`config.mk`:
```
export PLATFORM = sky130hd
export DESIGN_NAME = pacer_timer
export DESIGN_NICKNAME = d
export VERILOG_FILES = /design/src/rtl/pacer_pkg.sv /design/src/rtl/pacer_regs.sv /design/src/rtl/pacer_prescaler.sv /design/src/rtl/pacer_divider.sv /design/src/rtl/pacer_timer.sv
export SDC_FILE = /design/constraint.sdc
export NUM_CORES = 1
export LEC_CHECK = 0
export BUFFER_PORTS_ARGS = -buffer_cell sky130_fd_sc_hd__buf_2
export CAP_MARGIN = 20
export CORE_AREA = 5 5 102 66
export DETAILED_ROUTE_END_ITERATION = 8
export DIE_AREA = 0 0 107 71
export PLACE_DENSITY = 0.61
export SLEW_MARGIN = 10
export SYNTH_ARGS = -nofsm -noshare
export SYNTH_HDL_FRONTEND = slang
export SYNTH_SLANG_ARGS = --single-unit
```
`constraint.sdc`:
```
create_clock -name clk_i -period 3 [get_ports clk_i]
set_input_delay 0.3 -clock clk_i [delete_from_list [all_inputs] [get_ports clk_i]]
set_output_delay 0.3 -clock clk_i [all_outputs]
set_load 0.05 [all_outputs]
```
`src/rtl/pacer_pkg.sv`:
```
package pacer_pkg;
  localparam int unsigned REG_W   = 16;
  localparam int unsigned PRESC_W = 4;
  localparam int unsigned DIV_W   = 8;
  localparam int unsigned PAD_W   = REG_W - PRESC_W - DIV_W;
  localparam int unsigned PCNT_W  = (1 << PRESC_W) - 1;

  typedef logic [PRESC_W-1:0] presc_code_t;
  typedef logic [DIV_W-1:0]   div_field_t;
  typedef logic [PCNT_W-1:0]  presc_cnt_t;

  localparam presc_code_t RST_CODE  = '0;
  localparam div_field_t  RST_FIELD = '0;

  // reload value for the prescaler: factor - 1, codes 0 and 1 both give 0
  function automatic presc_cnt_t presc_reload(presc_code_t code);
    logic [PCNT_W:0] f;
    if (code < presc_code_t'(2)) return '0;
    f = ((PCNT_W+1)'(1) << code) - (PCNT_W+1)'(1);
    return f[PCNT_W-1:0];
  endfunction

  // reload value for the divider: (max - field) - 1, a zero count acts as one
  function automatic div_field_t div_reload(div_field_t field);
    div_field_t cnt;
    cnt = ~field;
    if (cnt == '0) return '0;
    return cnt - div_field_t'(1);
  endfunction
endpackage

```
`src/rtl/pacer_regs.sv`:
```
module pacer_regs
  import pacer_pkg::*;
(
  input  logic             clk_i,
  input  logic             rst_ni,
  input  logic             wr_en_i,
  input  logic [REG_W-1:0] wr_data_i,
  output presc_code_t      code_o,
  output div_field_t       field_o,
  output logic             reload_o,
  output logic [REG_W-1:0] rd_data_o
);
  presc_code_t code_q;
  div_field_t  field_q;
  logic        pend_q;

  always_ff @(posedge clk_i or negedge rst_ni) begin
    if (!rst_ni) begin
      code_q  <= RST_CODE;
      field_q <= RST_FIELD;
      pend_q  <= 1'b0;
    end else begin
      pend_q <= wr_en_i;
      if (wr_en_i) begin
        code_q  <= wr_data_i[DIV_W +: PRESC_W];
        field_q <= wr_data_i[DIV_W-1:0];
      end
    end
  end

  assign code_o    = code_q;
  assign field_o   = field_q;
  assign reload_o  = pend_q;
  assign rd_data_o = {{PAD_W{1'b1}}, code_q, field_q};
endmodule

```
`src/rtl/pacer_prescaler.sv`:
```
module pacer_prescaler
  import pacer_pkg::*;
(
  input  logic        clk_i,
  input  logic        rst_ni,
  input  logic        load_i,
  input  presc_code_t code_i,
  output logic        tick_o
);
  presc_cnt_t cnt_q;

  always_ff @(posedge clk_i or negedge rst_ni) begin
    if (!rst_ni) begin
      cnt_q <= presc_reload(RST_CODE);
    end else if (load_i || cnt_q == '0) begin
      cnt_q <= presc_reload(code_i);
    end else begin
      cnt_q <= cnt_q - presc_cnt_t'(1);
    end
  end

  assign tick_o = !load_i && (cnt_q == '0);
endmodule

```
`src/rtl/pacer_divider.sv`:
```
module pacer_divider
  import pacer_pkg::*;
(
  input  logic       clk_i,
  input  logic       rst_ni,
  input  logic       load_i,
  input  logic       tick_i,
  input  div_field_t field_i,
  output logic       strobe_o
);
  div_field_t cnt_q;
  logic       strobe_q;

  always_ff @(posedge clk_i or negedge rst_ni) begin
    if (!rst_ni) begin
      cnt_q    <= div_reload(RST_FIELD);
      strobe_q <= 1'b0;
    end else if (load_i) begin
      cnt_q    <= div_reload(field_i);
      strobe_q <= 1'b0;
    end else if (tick_i) begin
      if (cnt_q == '0) begin
        cnt_q    <= div_reload(field_i);
        strobe_q <= 1'b1;
      end else begin
        cnt_q    <= cnt_q - div_field_t'(1);
        strobe_q <= 1'b0;
      end
    end else begin
      strobe_q <= 1'b0;
    end
  end

  assign strobe_o = strobe_q;
endmodule

```
`src/rtl/pacer_timer.sv`:
```
module pacer_timer
  import pacer_pkg::*;
(
  input  logic             clk_i,
  input  logic             rst_ni,
  input  logic             wr_en_i,
  input  logic [REG_W-1:0] wr_data_i,
  input  logic             enable_i,
  output logic [REG_W-1:0] rd_data_o,
  output logic             strobe_o
);
  presc_code_t code;
  div_field_t  field;
  logic        reload;
  logic        load;
  logic        tick;

  pacer_regs u_regs (
    .clk_i     (clk_i),
    .rst_ni    (rst_ni),
    .wr_en_i   (wr_en_i),
    .wr_data_i (wr_data_i),
    .code_o    (code),
    .field_o   (field),
    .reload_o  (reload),
    .rd_data_o (rd_data_o)
  );

  // counters sit at reload values while idle or right after a write
  assign load = reload || !enable_i;

  pacer_prescaler u_presc (
    .clk_i  (clk_i),
    .rst_ni (rst_ni),
    .load_i (load),
    .code_i (code),
    .tick_o (tick)
  );

  pacer_divider u_div (
    .clk_i    (clk_i),
    .rst_ni   (rst_ni),
    .load_i   (load),
    .tick_i   (tick),
    .field_i  (field),
    .strobe_o (strobe_o)
  );
endmodule

```
* Word level (Yosys, flattened, before mapping) *
Index checks and enable logic that the tools add are counted.

operators by class
  add/sub/neg operators = 4
  multipliers = 0
  divide/modulo/power cells = 0
  $lt $le $gt $ge = 1
  equal/unequal tests = 0
  shift operators = 1
  muxes and demuxes = 19
  bitwise gates (word level) = 1
  reduce and logical (&&, ||, !) cells = 9

operators by type and width
  operator                                                                      count
  8-bit two-way mux                                                             6
  15-bit two-way mux                                                            3
  8-bit zero test                                                               2
  8-bit by 1-bit subtractor with 8-bit output, second input constant            2
  15-bit zero test                                                              1
  1-bit by 4-bit << shifter with 15-bit output, first input constant            1
  15-bit by 1-bit subtractor with 15-bit output, second input constant          1
  15-bit by 2-bit subtractor with 15-bit output, second input constant          1
  1-bit two-way mux                                                             10
  8-bit inverter                                                                1
  4-bit by 2-bit less-than comparator with 1-bit output, second input constant  1
  1-bit zero test                                                               2
  1-bit logical OR                                                              2
  2-bit nonzero test                                                            1
  1-bit logical AND                                                             1

word-level totals
  flip-flop bits (word level) = 37
  latch bits = 0
  RAM bits = 0
  bits in read-only memories = 0
  output and inout bits = 17
  logic and storage cells = 41
  memories = 0

* Depth between registers and ports, before layout *
Gate-level depths: netlist of the first run.

  depth in word-level cells = 10
  mapped depth = 11

* Cells and area by module *
Synthesis of the first run repeated with hierarchy kept, for this count alone.

second synthesis, totals
  cells, all modules = 234
  area, all modules = 2,483.6 um^2

by module, submodules not included
  module           times used  cells each  area each (um^2)
  pacer_prescaler  1           108         1,066.0
  pacer_divider    1           82          778.2
  pacer_regs       1           43          633.1
  pacer_timer      1           1           6.3

* Least setup slack after synthesis of the first run *
No wires, ideal clock.

  kind = reg-to-reg
  start = register u_presc.cnt_q[0]
  end = register u_div.cnt_q[0]
  setup time = 0.124 ns
  arrival time = 2.308 ns
  data required time = 2.876 ns
  slack = 0.568 ns
  cell stages (with the launch flop) = 9
  path buffers = 2
  period minus slack after synthesis = 2.432 ns
  path through = dfrtp_1 > inv_1 > ha_1 > or4b_4 > or4b_4 > buf_6 > and2_4 > buf_6 > a211o_1

on the way
  cells in the longest elaborated chain, start to end = 3

ends and longest elaborated chain
  item                          line                   text
  from (decl)                   pacer_prescaler.sv:10  presc_cnt_t cnt_q;
  from (signal assigned)        pacer_prescaler.sv:14  cnt_q <= presc_reload(RST_CODE);
  from (signal assigned)        pacer_prescaler.sv:16  cnt_q <= presc_reload(code_i);
  from (signal assigned)        pacer_prescaler.sv:18  cnt_q <= cnt_q - presc_cnt_t'(1);
  15-bit zero test              pacer_prescaler.sv:22  assign tick_o = !load_i && (cnt_q == '0);
  1-bit logical AND             pacer_prescaler.sv:22
  2-bit nonzero test (no line)  -
  to (signal assigned)          pacer_divider.sv:16    cnt_q <= div_reload(RST_FIELD);
  to (signal assigned)          pacer_divider.sv:19    cnt_q <= div_reload(field_i);
  to (signal assigned)          pacer_divider.sv:23    cnt_q <= div_reload(field_i);
  to (decl)                     pacer_divider.sv:11    div_field_t cnt_q;

No other way between the ends.
A chain may end at the register's enable or synchronous reset.

* Worst setup path in the final report of the first run *
  start = register u_presc.cnt_q[0]
  end = register u_presc.cnt_q[12]

on the way
  cells in the longest elaborated chain, start to end = 3
  elaborated cells between the ends (all ways) = 4

ends and longest elaborated chain
  item                                                                                   line                   text
  branches (longest 2 deep; another with 15-bit by 1-bit subtractor with 15-bit output)  -
  15-bit two-way mux (*)                                                                 pacer_prescaler.sv:15  end else if (load_i || cnt_q == '0) begin

Every way passes the cells marked *.

==> results of run 1 <==
[synthesized netlist by cell type (2+ instances only)]
| cell | number |
|---|---|
| xnor2_1 | 9 |
| o21ai_0 | 17 |
| ha_1 | 6 |
| and4_1 | 2 |
| a22oi_1 | 3 |
| nor3_1 | 14 |
| mux2i_1 | 2 |
| or3_1 | 2 |
| buf_2 | 3 |
| dfstp_2 | 7 |
| o22ai_1 | 2 |
| o211ai_1 | 3 |
| nand4_1 | 4 |
| mux2_2 | 13 |
| nand2_1 | 15 |
| or4b_4 | 2 |
| dfrtp_1 | 30 |
| o31ai_1 | 2 |
| nor2_1 | 23 |
| clkbuf_1 | 9 |
| and3_1 | 2 |
| a21oi_1 | 8 |
| nand2b_1 | 2 |
| nand3_1 | 7 |
| buf_4 | 4 |
| or4_1 | 2 |
| buf_6 | 2 |
| nor4_1 | 5 |
| xor2_1 | 10 |
| or2_2 | 2 |
| inv_1 | 4 |
[worst max-delay path, delay by kind of cell, from the launching register on]
kind	cells	cell delay [ps]
compound gates	1	130
simple gates	4	1630
buf+inv	1	60
fa+ha+maj	1	190
flops	1	400
[flip-flops by register name, summed over array words and instances, names as in the netlist]
signal           count
u_regs.field_o       8
u_div.strobe_o       1
u_presc.cnt_q       15
u_regs.code_o        4
u_div.cnt_q          8
u_regs.reload_o      1
[path summary, 6_finish.rpt]
| check | end | slack (ps) | from |
|---|---|---|---|
| min | u_presc.cnt_q[2] | 100 | rst_ni |
| max | u_presc.cnt_q[12] | 480 | u_presc.cnt_q[0] |
| min reg2reg | u_presc.cnt_q[0] | 490 | u_presc.cnt_q[0] |
| max reg2reg | u_presc.cnt_q[12] | 480 | u_presc.cnt_q[0] |
| max in group asynchronous | u_regs.reload_o | 2390 | rst_ni |
| min in group clk_i | u_regs.field_o[7] | 230 | wr_data_i[7] |
[through the flow]
| step | instances | power (uW) |
|---|---|---|
| 6_report | 327 | 1364 |
| 5_1_grt | 327 | 1454 |
| 4_1_cts | 327 | 1375 |
| 3_5_place_dp | 319 | 1012 |
| 3_3_place_gp | 319 | 1007 |
| 2_1_floorplan | 235 | 919.7 |
[routing by layer]
layer / wire length, microns / part of all wire [%] / vias up / track usage (%)
met5: 0 / 0 / - / 0
met4: 28 / 0.59 / 0 / 2.979
met3: 202 / 4.2 / 2 / 4.649
met2: 1864 / 39 / 34 / 17.29
met1: 2664 / 56 / 792 / 20.49
li1: - / - / 865 / -
[cell families after synthesis]
kind of cell	synth area share, %
AO/OA/AOI/OAI	11.26
multiplexers	7.561
adder cells (fa/ha/maj)	3.411
buffers and inverters	5.457
flip-flops	42.47
other	0.1704
AND/OR/NAND/NOR	22.11
XOR/XNOR	7.561
[power by group]
| part | internal, uW | total [uW] | switching, uW |
|---|---|---|---|
| clock | 165 | 359 | 194 |
| sequential | 577 | 663 | 85.6 |
| combinational | 131 | 343 | 211 |
| total | 873 | 1360 | 491 |
[final cells by class]
cell class	instances	area [sq um]	area share [%]
Tap cell	72	90.09	3.677
Multi-Input combinational cell	175	1157	47.24
Inverter	4	15.01	0.6129
Clock buffer	5	68.82	2.809
Sequential cell	37	934.6	38.15
Clock inverter	3	21.27	0.8682
Timing Repair Buffer	31	162.7	6.639
==> results.sh, run 1 <==
export IMPL_run_status="finished, final reports clean"
export IMPL_clk_pin_slew_worst_paths_ps=80
export IMPL_ant_nets=0
export IMPL_mean_routed_wirelength_per_cell_microns=14.55
export IMPL_dominantRegCellSynth="dfrtp_1"
export IMPL_ys_types=47
export IMPL_core_region_area_sq_um=5781
export IMPL_path_cells="inv_1 > ha_1 > or4b_4 > or4b_4 > nand2_2 > nand4_1 > o21ai_0"
export IMPL_cts_htree_levels=2
export IMPL_avgSynthCellArea_sq_um=9.486
export IMPL_die_h_microns=71
export IMPL_finalHoldWorstSlack_ps=96.16
export IMPL_cts_hold_fix_buffers=0
export IMPL_finalWirelength_microns=4759
export IMPL_synth_top_cells_by_area="dfrtp_1 34%, dfstp_2 8.4%, mux2_2 6.7%"
export IMPL_postSynthCellCount=232
export IMPL_overflow=0
export IMPL_cts_tree="done"
export IMPL_crit_path_max_incr_delay_ps=600
export IMPL_synth_warning_count=0
export IMPL_yosysTopAreaCell="dfrtp_1"
export IMPL_grt_max_degree=38
export IMPL_synth_seq_area_share_pct=42.47
export IMPL_max_freq_mhz=397.1
export IMPL_floorplan_io_pins=37
export IMPL_timing_clock_skew_ps=6.413
export IMPL_clock_insertion_delay_worst_skew_ps=290
export IMPL_post_route_period_util_pct=83.93
export IMPL_diodes=0
export IMPL_detailedRoute_firstPassIterationCount=4
export IMPL_post_cts_repair_setup_buffers=0
export IMPL_grt_pass1_vias=1575
export IMPL_floorplan_initialDensity_pct=38.07
export IMPL_ys_ff_latch=37
export IMPL_setup_tns_ps=0
export IMPL_die_area_sq_um=7597
export IMPL_cts_sinks=37
export IMPL_layout_commonest_cell="dfrtp_1"
export IMPL_layout_filler_cells=578
export IMPL_dp_slack_ps=495.8
export IMPL_drcViolationCount=0
export IMPL_drt_first_iter_violations=105
export IMPL_min_period_ps=2518
export IMPL_cp_slowest_cell="or4b_4"
export IMPL_deepest_clock_path_buffer_count=2
export IMPL_final_standard_cell_utilization_of_the_core_pct=42.38
export IMPL_worst_endpoint_arrival_ps=2720
export IMPL_hpwl_microns=3442
export IMPL_synth_area_sq_um=2201
export IMPL_post_dp_area_sq_um=2360
export IMPL_die_w_microns=107
export IMPL_clock_root_buffer="clkbuf_8"
export IMPL_finalSetupViolCount=0
export IMPL_power_leakage_uw=0.001015
export IMPL_track_usage_pct=13.23
export IMPL_ff2ff_path_depth=7
export IMPL_worstPathMaxFanout=25
export IMPL_synth_top_cell_area_share_pct=34.11
export IMPL_tightestPinTransition_ps=817.8
export IMPL_layout_cells_most_common_list="30 x dfrtp_1, 28 x buf_2, 23 x nor2_1, 17 x o21ai_0, 15 x nand2_1"
export IMPL_initial_antenna_violation_count=0
export IMPL_placementRows=22
export IMPL_setup_worst_path_start_class="flop"
export IMPL_timing_max_cap_violations=0
export IMPL_cts_repair_resized=0
export IMPL_final_cell_area_sq_um=2450
export IMPL_grt_first_pass_wirelength_microns=7983
export IMPL_via_count=1693
export IMPL_holdCritPathClass="input port to asynchronous set/reset pin"
export IMPL_cp_required_ps=3200
export IMPL_via_per_inst=5.177
export IMPL_synth_enable_flop_cells=0
export IMPL_numCtsBuffers=5
export IMPL_area_growth_synth_to_final_pct=11.31
export IMPL_slew_viol_final=0
export IMPL_asyncSetResetFlopFracSynth_pct=100.0
export IMPL_timing_final_hold_violations=0
export IMPL_vdd_ir_drop_worst_uv=252.8
export IMPL_num_nets_final=280
export IMPL_rsz0062_at_grt="no"
export IMPL_final_setup_worst_slack_ps=482.0
export IMPL_port_bufs=28
export IMPL_most_common_cell_on_crit_path="or4b_4"
export IMPL_power_density_nw_per_um2=556.9
export IMPL_timing_worst_setup_path_type="flop to flop"
export IMPL_setup_worst_path_end_class="flop"
export IMPL_worst_slew_margin_rel_pct=45.48
export IMPL_final_layout_size_suffix_gt1_share_pct=26.67
export IMPL_place_congestion=0.7992
(Power assumes the default switching activity.)
==> inputs of run 2 (changes only) <==
==> constraint.sdc (replaced) <==
create_clock -name clk_i -period 2.4 [get_ports clk_i]
set_input_delay 0.24 -clock clk_i [delete_from_list [all_inputs] [get_ports clk_i]]
set_output_delay 0.24 -clock clk_i [all_outputs]
set_load 0.05 [all_outputs]
==> run 2 against run 1 <==
  * First-iteration DRC count is 57% higher
  * Hold slack got worse by 56 ps
  * Register-to-register slack lost 460 ps
  * Fmax increased by 6.1%
  * Largest cell class unchanged
  * Die area unchanged
  * Power up 29%
  * Final cell count up 4.6%
  * Largest power group unchanged
  * Via count is 7.9% higher
==> results.sh, run 2 (synthesized netlist as in run 1, its figures left out) <==
export IMPL_clk_pin_slew_worst_paths_ps=90
export IMPL_timing_max_cap_violations=0
export IMPL_finalWirelength_microns=5206
export IMPL_slew_viol_final=0
export IMPL_grt_met2_usage_pct=19.25
export IMPL_post_dp_area_sq_um=2444
export IMPL_deepest_clock_path_buffer_count=2
export IMPL_final_layout_size_suffix_gt1_share_pct=32.59
export IMPL_power_density_nw_per_um2=663.5
export IMPL_worst_slew_margin_rel_pct=44.86
export IMPL_die_area_sq_um=7597
export IMPL_cts_hold_fix_buffers=0
export IMPL_timing_worst_setup_path_type="flop to flop"
export IMPL_cp_slowest_cell="or4b_4"
export IMPL_cts_sinks=37
export IMPL_timing_critical_path_max_delay_family="simple AND/OR/NAND/NOR gates"
export IMPL_via_count=1826
export IMPL_placementRows=22
export IMPL_overflow=0
export IMPL_mean_routed_wirelength_per_cell_microns=15.22
export IMPL_most_common_cell_on_crit_path="or4b_4"
export IMPL_hpwl_microns=3543
export IMPL_gr_layer_usage_met3_pct=3.373
export IMPL_power_leakage_uw=0.001120
export IMPL_ant_nets=0
export IMPL_num_nets_final=295
export IMPL_drt_first_iter_violations=165
export IMPL_clock_insertion_delay_worst_skew_ps=300
export IMPL_critical_path_buf_inv_count=1
export IMPL_floorplan_initialDensity_pct=38.07
export IMPL_timing_rr_start="u_presc.cnt_q[0]"
export IMPL_layout_commonest_cell="dfrtp_1"
export IMPL_vdd_ir_drop_worst_uv=373.3
export IMPL_numCtsBuffers=5
export IMPL_setup_tns_ps=0
export IMPL_crit_path_max_incr_delay_ps=540
export IMPL_final_standard_cell_utilization_of_the_core_pct=45.82
export IMPL_via_per_inst=5.339
export IMPL_timing_clock_skew_ps=11.99
export IMPL_largest_register_ffs=15
export IMPL_die_w_microns=107
export IMPL_grt_first_pass_wirelength_microns=8438
export IMPL_detailedRoute_firstPassIterationCount=4
export IMPL_drcViolationCount=0
export IMPL_initial_antenna_violation_count=0
export IMPL_tightestPinTransition_ps=825.5
export IMPL_track_usage_pct=13.91
export IMPL_grt_busiest_layer="met1"
export IMPL_groute_layer_met1_usage_pct=21.32
export IMPL_clock_root_buffer="clkbuf_8"
export IMPL_run_status="finished, final reports clean"
export IMPL_worstPathMaxFanout=11
export IMPL_setup_worst_path_end_class="flop"
export IMPL_cts_tree="done"
export IMPL_final_cell_area_sq_um=2649
export IMPL_place_congestion=0.8365
export IMPL_core_region_area_sq_um=5781
export IMPL_finalPower_uw=1758
export IMPL_timing_final_hold_violations=0
export IMPL_holdCritPathClass="input port to asynchronous set/reset pin"
export IMPL_setup_worst_path_start_class="flop"
export IMPL_worst_endpoint_arrival_ps=2600
export IMPL_floorplan_io_pins=37
export IMPL_worst_r2r_setup_slack_ps=30
export IMPL_largest_register_by_flop_count="u_presc.cnt_q"
export IMPL_die_h_microns=71
export IMPL_ff2ff_path_depth=7
export IMPL_area_growth_synth_to_final_pct=20.35
export IMPL_max_freq_mhz=421.4
export IMPL_cp_required_ps=2620
export IMPL_r2r_end="u_presc.cnt_q[1]"
export IMPL_diodes=0
export IMPL_path_cells="inv_1 > ha_2 > or4b_4 > or4b_4 > and2_4 > or3_1 > o21ai_0"
export IMPL_grt_max_degree=38
export IMPL_layout_cells_most_common_list="29 x dfrtp_1, 28 x buf_2, 22 x nor2_1, 15 x nand2_1, 15 x o21ai_0"
export IMPL_post_route_period_util_pct=98.88
export IMPL_finalHoldWorstSlack_ps=40.41
export IMPL_port_bufs=28
export IMPL_finalSetupViolCount=0
export IMPL_grt_pass1_vias=1686
export IMPL_cts_htree_levels=2
export IMPL_min_period_ps=2373
==> run 2: cell count changes in the layout (fill, tap and decap cells not counted), moves of 2 or more <==
cell,before,now
clkinv_4,0,2
nor3_1,14,12
clkbuf_16,0,2
o21ai_1,0,2
buf_4,3,14
o21ai_0,17,15
nor3_2,0,2
==> run 2: layer usage <==
layer / wire length (microns) / part of all wire (%) / vias to the layer above
met3: 313 / 6.0 / 4
li1: - / - / 893
met4: 45 / 0.86 / 0
met2: 2163 / 42 / 56
met5: 0 / 0 / -
met1: 2683 / 52 / 873
==> run 2: how the worst max path moves through the flow <==
| stage | startpoint | endpoint | slack [ps] | cells after the start |
|---|---|---|---|---|
| after global routing | u_presc.cnt_q[1] | u_div.cnt_q[0] | -20 | 7 |
| after global placement | u_presc.cnt_q[0] | u_presc.cnt_q[1] | 60 | 7 |
| after CTS | u_presc.cnt_q[0] | u_presc.cnt_q[1] | 20 | 7 |
| after detailed placement | u_presc.cnt_q[0] | u_presc.cnt_q[1] | 30 | 7 |
| after floorplan | u_presc.cnt_q[0] | u_div.cnt_q[0] | -10 | 8 |
| final | u_presc.cnt_q[0] | u_presc.cnt_q[1] | 30 | 7 |
==> run 2: report_power, final <==
group	internal (uW)	switching [uW]
clock network	206	243
registers	722	96.2
logic	199	292
==> run 2: cell type report <==
cell class                      count  area [sq um]
Clock inverter                      3         22.52
Multi-Input combinational cell    175          1190
Timing Repair Buffer               46         326.6
Fill cell                         562          3132
Clock buffer                        5         68.82
Tap cell                           72         90.09
Sequential cell                    37         935.9
Inverter                            4         15.01
==> run 2: stage by stage <==
| stage | setup WS (ps) | instances |
|---|---|---|
| after floorplan | -10.70 | 235 |
| after global placement | 59.96 | 328 |
| after detailed placement | 33.94 | 328 |
| after CTS | 17.63 | 336 |
| after global routing | -19.94 | 342 |
| final | 26.94 | 342 |
==> run 2: repair_timing <==
item	4_1_cts	5_1_grt
setup buffers	0	4
resized for setup	0	9
setup endpoints to repair	0	18
